===== config.mk =====
export PLATFORM = sky130hd
export DESIGN_NAME = rtc_alarm_match
export DESIGN_NICKNAME = d
export VERILOG_FILES = /design/src/rtl/rtc_alarm_pkg.sv /design/src/rtl/alarm_regs.sv /design/src/rtl/field_cmp.sv /design/src/rtl/alarm_cmp.sv /design/src/rtl/alarm_flag.sv /design/src/rtl/rtc_alarm_match.sv
export SDC_FILE = /design/constraint.sdc
export NUM_CORES = 1
export LEC_CHECK = 0
export ABC_AREA = 1
export CAP_MARGIN = 0
export CORE_MARGIN = 5
export CORE_UTILIZATION = 56
export CTS_CLUSTER_DIAMETER = 200
export DETAILED_ROUTE_END_ITERATION = 8
export DONT_BUFFER_PORTS = 1
export GPL_TIMING_DRIVEN = 1
export PLACE_DENSITY = 0.74
export SLEW_MARGIN = 20
export SYNTH_ARGS = -nofsm -noshare
export SYNTH_HDL_FRONTEND = slang
export SYNTH_SLANG_ARGS = --single-unit

===== constraint.sdc =====
create_clock -name clk_i -period 1.25 [get_ports clk_i]
set_clock_uncertainty 0.05 [all_clocks]
set_input_delay 0.1875 -clock clk_i [delete_from_list [all_inputs] [get_ports clk_i]]
set_output_delay 0.1875 -clock clk_i [all_outputs]
set_load 0.1 [all_outputs]

===== src/rtl/rtc_alarm_pkg.sv =====
package rtc_alarm_pkg;

  typedef enum logic [2:0] {
    RATE_EVERY = 3'd0,
    RATE_S     = 3'd1,
    RATE_MS    = 3'd2,
    RATE_HMS   = 3'd3,
    RATE_FULL  = 3'd4
  } rate_e;

  // mask order {am4, am3, am2, am1}; unlisted patterns fall back to every-second
  function automatic rate_e decode_rate(input logic [3:0] m);
    case (m)
      4'b1110: decode_rate = RATE_S;
      4'b1100: decode_rate = RATE_MS;
      4'b1000: decode_rate = RATE_HMS;
      4'b0000: decode_rate = RATE_FULL;
      default: decode_rate = RATE_EVERY;
    endcase
  endfunction

endpackage


===== src/rtl/alarm_regs.sv =====
module alarm_regs #(
  parameter int unsigned ADDR_W = 4,
  parameter int unsigned DATA_W = 8,
  parameter int unsigned NUM_ALM = 4,
  parameter logic [ADDR_W-1:0] ALM_BASE = 4'h8,
  parameter logic [ADDR_W-1:0] CTRL_ADDR = 4'hC
) (
  input  logic                            clk_i,
  input  logic                            rst_ni,
  input  logic                            wr_en_i,
  input  logic [ADDR_W-1:0]               wr_addr_i,
  input  logic [DATA_W-1:0]               wr_data_i,
  output logic [NUM_ALM-1:0][DATA_W-1:0]  alm_o,
  output logic                            te_o,
  output logic                            tie_o,
  output logic                            tpe_o
);

  for (genvar i = 0; i < NUM_ALM; i++) begin : g_alm
    localparam logic [ADDR_W-1:0] MyAddr = ADDR_W'(ALM_BASE + i);
    always_ff @(posedge clk_i or negedge rst_ni) begin
      if (!rst_ni)                              alm_o[i] <= '0;
      else if (wr_en_i && wr_addr_i == MyAddr)  alm_o[i] <= wr_data_i;
    end
  end

  always_ff @(posedge clk_i or negedge rst_ni) begin
    if (!rst_ni) begin
      te_o  <= 1'b0;
      tie_o <= 1'b0;
      tpe_o <= 1'b0;
    end else if (wr_en_i && wr_addr_i == CTRL_ADDR) begin
      te_o  <= wr_data_i[0];
      tie_o <= wr_data_i[1];
      tpe_o <= wr_data_i[2];
    end
  end

endmodule


===== src/rtl/field_cmp.sv =====
module field_cmp #(
  parameter int unsigned W = 7
) (
  input  logic [W-1:0] alm_i,
  input  logic [W-1:0] now_i,
  output logic         eq_o
);
  assign eq_o = (alm_i == now_i);
endmodule


===== src/rtl/alarm_cmp.sv =====
module alarm_cmp
  import rtc_alarm_pkg::*;
#(
  parameter int unsigned DATA_W = 8,
  parameter int unsigned SEC_W  = 7,
  parameter int unsigned MIN_W  = 7,
  parameter int unsigned HOUR_W = 6,
  parameter int unsigned DAY_W  = 6
) (
  input  logic [3:0][DATA_W-1:0] alm_i,
  input  logic [SEC_W-1:0]       sec_i,
  input  logic [MIN_W-1:0]       min_i,
  input  logic [HOUR_W-1:0]      hour_i,
  input  logic [DAY_W-1:0]       wday_i,
  input  logic [DAY_W-1:0]       date_i,
  output logic                   hit_o
);
  localparam int unsigned MaskBit = DATA_W - 1;
  localparam int unsigned SelBit  = DATA_W - 2;

  logic [3:0]       mask;
  logic             s_eq, m_eq, h_eq, d_eq;
  logic [DAY_W-1:0] dd_now;
  rate_e            rate;

  for (genvar i = 0; i < 4; i++) begin : g_mask
    assign mask[i] = alm_i[i][MaskBit];
  end

  assign dd_now = alm_i[3][SelBit] ? wday_i : date_i;
  assign rate   = decode_rate(mask);

  field_cmp #(.W(SEC_W))  u_sec  (.alm_i(alm_i[0][SEC_W-1:0]),  .now_i(sec_i),  .eq_o(s_eq));
  field_cmp #(.W(MIN_W))  u_min  (.alm_i(alm_i[1][MIN_W-1:0]),  .now_i(min_i),  .eq_o(m_eq));
  field_cmp #(.W(HOUR_W)) u_hour (.alm_i(alm_i[2][HOUR_W-1:0]), .now_i(hour_i), .eq_o(h_eq));
  field_cmp #(.W(DAY_W))  u_day  (.alm_i(alm_i[3][DAY_W-1:0]),  .now_i(dd_now), .eq_o(d_eq));

  always_comb begin
    case (rate)
      RATE_S:    hit_o = s_eq;
      RATE_MS:   hit_o = s_eq & m_eq;
      RATE_HMS:  hit_o = s_eq & m_eq & h_eq;
      RATE_FULL: hit_o = s_eq & m_eq & h_eq & d_eq;
      default:   hit_o = 1'b1;
    endcase
  end

endmodule


===== src/rtl/alarm_flag.sv =====
module alarm_flag (
  input  logic clk_i,
  input  logic rst_ni,
  input  logic set_i,
  input  logic clr_i,
  input  logic tie_i,
  input  logic tpe_i,
  output logic flag_o,
  output logic irq_no,
  output logic pwr_no
);

  always_ff @(posedge clk_i or negedge rst_ni) begin
    if (!rst_ni)     flag_o <= 1'b0;
    else if (set_i)  flag_o <= 1'b1;   // set wins over a same-cycle clear
    else if (clr_i)  flag_o <= 1'b0;
  end

  assign irq_no = ~(flag_o & tie_i);
  assign pwr_no = ~(flag_o & tpe_i);

  AST_FLAG_ROSE_ON_SET: assert property (@(posedge clk_i) disable iff (!rst_ni)
    $rose(flag_o) |-> $past(set_i));
  AST_FLAG_STICKY: assert property (@(posedge clk_i) disable iff (!rst_ni)
    (flag_o && !clr_i) |=> flag_o);
  AST_CLR_DROPS: assert property (@(posedge clk_i) disable iff (!rst_ni)
    (clr_i && !set_i) |=> !flag_o);
  AST_OUTS_FALL_WITH_FLAG: assert property (@(posedge clk_i) disable iff (!rst_ni)
    $fell(flag_o) |-> (irq_no && pwr_no));

endmodule


===== src/rtl/rtc_alarm_match.sv =====
module rtc_alarm_match #(
  parameter int unsigned ADDR_W = 4,
  parameter int unsigned DATA_W = 8,
  parameter int unsigned SEC_W  = 7,
  parameter int unsigned MIN_W  = 7,
  parameter int unsigned HOUR_W = 6,
  parameter int unsigned DAY_W  = 6,
  parameter logic [ADDR_W-1:0] ALM_BASE  = 4'h8,
  parameter logic [ADDR_W-1:0] CTRL_ADDR = 4'hC
) (
  input  logic              clk_i,
  input  logic              rst_ni,
  input  logic              wr_en_i,
  input  logic [ADDR_W-1:0] wr_addr_i,
  input  logic [DATA_W-1:0] wr_data_i,
  input  logic              tick_i,
  input  logic [SEC_W-1:0]  sec_i,
  input  logic [MIN_W-1:0]  min_i,
  input  logic [HOUR_W-1:0] hour_i,
  input  logic [DAY_W-1:0]  wday_i,
  input  logic [DAY_W-1:0]  date_i,
  input  logic              clr_i,
  output logic              flag_o,
  output logic              irq_no,
  output logic              pwr_no
);
  localparam int unsigned NumAlm = 4;

  logic [NumAlm-1:0][DATA_W-1:0] alm;
  logic te, tie, tpe, hit, set;

  alarm_regs #(
    .ADDR_W(ADDR_W), .DATA_W(DATA_W), .NUM_ALM(NumAlm),
    .ALM_BASE(ALM_BASE), .CTRL_ADDR(CTRL_ADDR)
  ) u_regs (
    .clk_i, .rst_ni, .wr_en_i, .wr_addr_i, .wr_data_i,
    .alm_o(alm), .te_o(te), .tie_o(tie), .tpe_o(tpe)
  );

  alarm_cmp #(
    .DATA_W(DATA_W), .SEC_W(SEC_W), .MIN_W(MIN_W), .HOUR_W(HOUR_W), .DAY_W(DAY_W)
  ) u_cmp (
    .alm_i(alm), .sec_i, .min_i, .hour_i, .wday_i, .date_i, .hit_o(hit)
  );

  assign set = tick_i & te & hit;

  alarm_flag u_flag (
    .clk_i, .rst_ni, .set_i(set), .clr_i,
    .tie_i(tie), .tpe_i(tpe),
    .flag_o, .irq_no, .pwr_no
  );

  AST_NO_SET_WITHOUT_TE: assert property (@(posedge clk_i) disable iff (!rst_ni)
    (!te && !flag_o) |=> !flag_o);
  AST_NO_SET_WITHOUT_TICK: assert property (@(posedge clk_i) disable iff (!rst_ni)
    (!tick_i && !flag_o) |=> !flag_o);
  AST_ALL_MASKED_FIRES: assert property (@(posedge clk_i) disable iff (!rst_ni)
    (tick_i && te && alm[0][DATA_W-1] && alm[1][DATA_W-1] && alm[2][DATA_W-1]
     && alm[3][DATA_W-1]) |=> flag_o);

endmodule


==> metrics.txt <==
Core Util, Final 66.3%; maxcap violations 0; met3 Use GR 4.80%; WP data required 1.43 ns; synthesized flop and latch total 35; pre-CTS WS -0.189 ns; grt peak-use layer met2; met1 global-route usage 23.4%; Design Power 3.09 mW; routability cong. 0.838; Hold Startpoint tick_i; worst setup margin -0.160 ns; wire per inst 12.1 um; largest area contributor in the netlist dfrtp_1; Slew @ Worst Pin 0.464 ns; CTS tree built; Vias/cell 4.94; CP arrival 1.59 ns; synth unique cells 21; clock sinks 35; WS Path Type reg -> reg; maximum buffer depth of the clock tree 2; core area 0.00336 mm2; Cells after Synth 284; Syn. warnings 0; dpl cell area 0.00205 mm2; pin count of the biggest net entering global routing 36; Vias 1699; initial antenna violation count 0; Hold Slack -0.00102 ns; die area 0.00478 mm2; startpoint types flop; syn_nets 333; Power Density 1390 mW/mm2; Peak Freq 0.709 GHz; WP depth 13; area of the multi-input gates 936 um2; Total GRT Usage 18.1%; Fillers 316; critical path's largest stage delay 0.49 ns; WHS Path Cells 4; 1st-pass router iterations 4; final setup vio count 4; post-DP HPWL 3140 um; max-slew violation count 0; RR Startpoint u_regs.alm_o[30]$_DFFE_PN0P_; GRT Residual Overflow 0; crit path buf inv count 2; register area 881 um2; Cell Chain, Critical Path buf_6 > nand2_2 > nand3_1 > nand2_1 > inv_2 > nand2_2 > nor2_1 > nand2_1 > nand2_1 > nand2_1 > nand2_1 > nand2_1 > nand2_1; antenna-violating nets left 0; later-pin clock latency in the skew report 0.34 ns; syn avg cell area 6.90 um2; Die Y 69.2 um; minimum clock period 1.41 ns; top cell type's share of synthesized area 44.7%; row cnt 21; area delta synth->final 13.7%; R2R Setup Slk -0.16 ns; R2R depth 13; CP top delay family simple AND/OR/NAND/NOR gates; endpoints failing hold 1; vias in the first global route 1601; io pins 52; die width 69.2 um; top cells by area, synth dfrtp_1 45%, nand2_1 20%, o21ai_0 8.7%; RSZ-0062 raised after global routing yes; ANT cells 0; ratio of cells with drive above 1 in the final layout 14.1%; Num CTS Buffers 5; Root Driver clkbuf_4; htree depth 2; Slew headroom 69.0%; 1st-iter DRT viols 84; register area share after synthesis 44.7%; post-synthesis cell area 0.00196 mm2; CP max stage cell dfrtp_2; post-layout instance area 0.00223 mm2; Residual DRC 0; Final nets 346; Clock Pin Slew Worst Setup and Hold Paths 0.10 ns; CP Capture Type flop; initial core utilization 58.3%; worst ir drop on vdd 0.000755 V; crit path launch u_regs.alm_o[30]$_DFFE_PN0P_; cell mode on critical path nand2_1; Hold Path Class in -> reg; first-pass GRT wire length 7070 um; Worst Path Max Fanout 5; LEAKAGE 1.20 nW; Routed WL 4150 um; met2 usage 29.4%; input/output buffers 0; part of the cycle the worst path needs 113%; failing checks negative hold slack, negative setup slack; result of the run complete, but fails checks
layer usage:
layer / routed length, um / share of wire, % / vias to the layer above
li1: - / - / 884
met1: 1830 / 44 / 767
met2: 2030 / 49 / 40
met3: 238 / 5.7 / 8
met4: 53 / 1.3 / 0
met5: 0 / 0 / -
kinds of logic (layout without fill, tap and decap cells):
logic type	after synthesis	after routing	synth area share [%]
xor+xnor	8	8	3.58
flops	35	35	44.7
buf+inv	52	66	10.8
compound gates	35	35	9.07
simple gates	154	154	31.9
synthesized netlist by cell type (all sizes together):
| library cell | count |
|---|---|
| inv | 45 |
| nand3b | 1 |
| nor3 | 3 |
| nand3 | 13 |
| o21ai | 34 |
| dfrtp | 35 |
| xor2 | 3 |
| nand4 | 1 |
| nand2 | 109 |
| nor2 | 27 |
| clkbuf | 3 |
| a21o | 1 |
| clkinv | 2 |
| xnor2 | 5 |
| buf | 2 |
where the power goes:
| part | switching (mW) | internal, mW |
|---|---|---|
| sequential | 0.220 | 1.37 |
| clock | 0.363 | 0.219 |
| combinational | 0.524 | 0.400 |
final timing paths:
kind                                                     end
worst max register to register     u_flag.flag_o$_DFFE_PN0P_
min in group asynchronous       u_regs.alm_o[29]$_DFFE_PN0P_
worst min register to register       u_regs.te_o$_DFFE_PN0P_
worst max-delay path               u_flag.flag_o$_DFFE_PN0P_
worst min-delay path               u_flag.flag_o$_DFFE_PN0P_
max in group asynchronous          u_flag.flag_o$_DFFE_PN0P_
per-stage QoR:
stage          hold slack, ns  TNS (ns)  cells
2_1_floorplan          -0.158   -0.0115    284
3_3_place_gp           -0.157    -0.158    331
3_5_place_dp           -0.157    -0.189    331
4_1_cts               -0.0101    -0.429    342
5_1_grt                0.0229    -0.651    344
6_report             -0.00102    -0.405    344
what timing repair did:
item,in CTS,in global routing
endpoints found under the hold margin,36,0
gates resized for setup,3,22
cloned,0,0
pin swaps,2,4
hold buffers,3,0
endpoints found under the setup margin,4,4
buffers inserted,0,2
worst register-to-register path: stages, from the launching register on:
cell,delay (ns)
dfrtp_2,0.49
buf_6,0.15
nand2_2,0.07
nand3_1,0.07
nand2_1,0.07
inv_2,0.04
nand2_2,0.05
nor2_1,0.03
nand2_1,0.05
nand2_1,0.04
nand2_1,0.05
nand2_1,0.05
nand2_1,0.06
nand2_1,0.04
area by class of cell:
class,instances,area share (%)
multi-input cells,197,42.0
flip-flops and latches,35,39.5
inverters,47,8.25
repair buffers,11,5.39
well taps,46,2.58
clock buffers,7,2.02
clock inverters,1,0.225
layout by cell type, fill, tap and decap left out:
master	netlist	layout
a21o_1	1	1
buf_12	0	2
buf_4	0	5
buf_6	1	2
clkbuf_1	3	2
clkbuf_4	0	5
clkinv_2	0	1
dfrtp_1	35	33
dfrtp_2	0	1
dfrtp_4	0	1
dlygate4sd3_1	0	2
inv_1	43	43
inv_2	1	3
inv_8	1	1
nand2_1	105	95
nand2_2	3	10
nand2_4	1	3
nand2_8	0	1
nand3_1	13	12
nand3_2	0	1
nand3b_1	1	1
nand4_1	1	1
nor2_1	25	21
nor2_2	2	6
nor3_1	3	3
o21ai_0	34	34
xnor2_1	5	5
xor2_1	3	3
sequential cells by signal, summed over array words and instances (netlist names):
name	cells
u_regs.tie_o	1
u_regs.alm_o	31
u_regs.tpe_o	1
u_flag.flag_o	1
u_regs.te_o	1
Note: power is estimated with default switching activity, not from simulation.
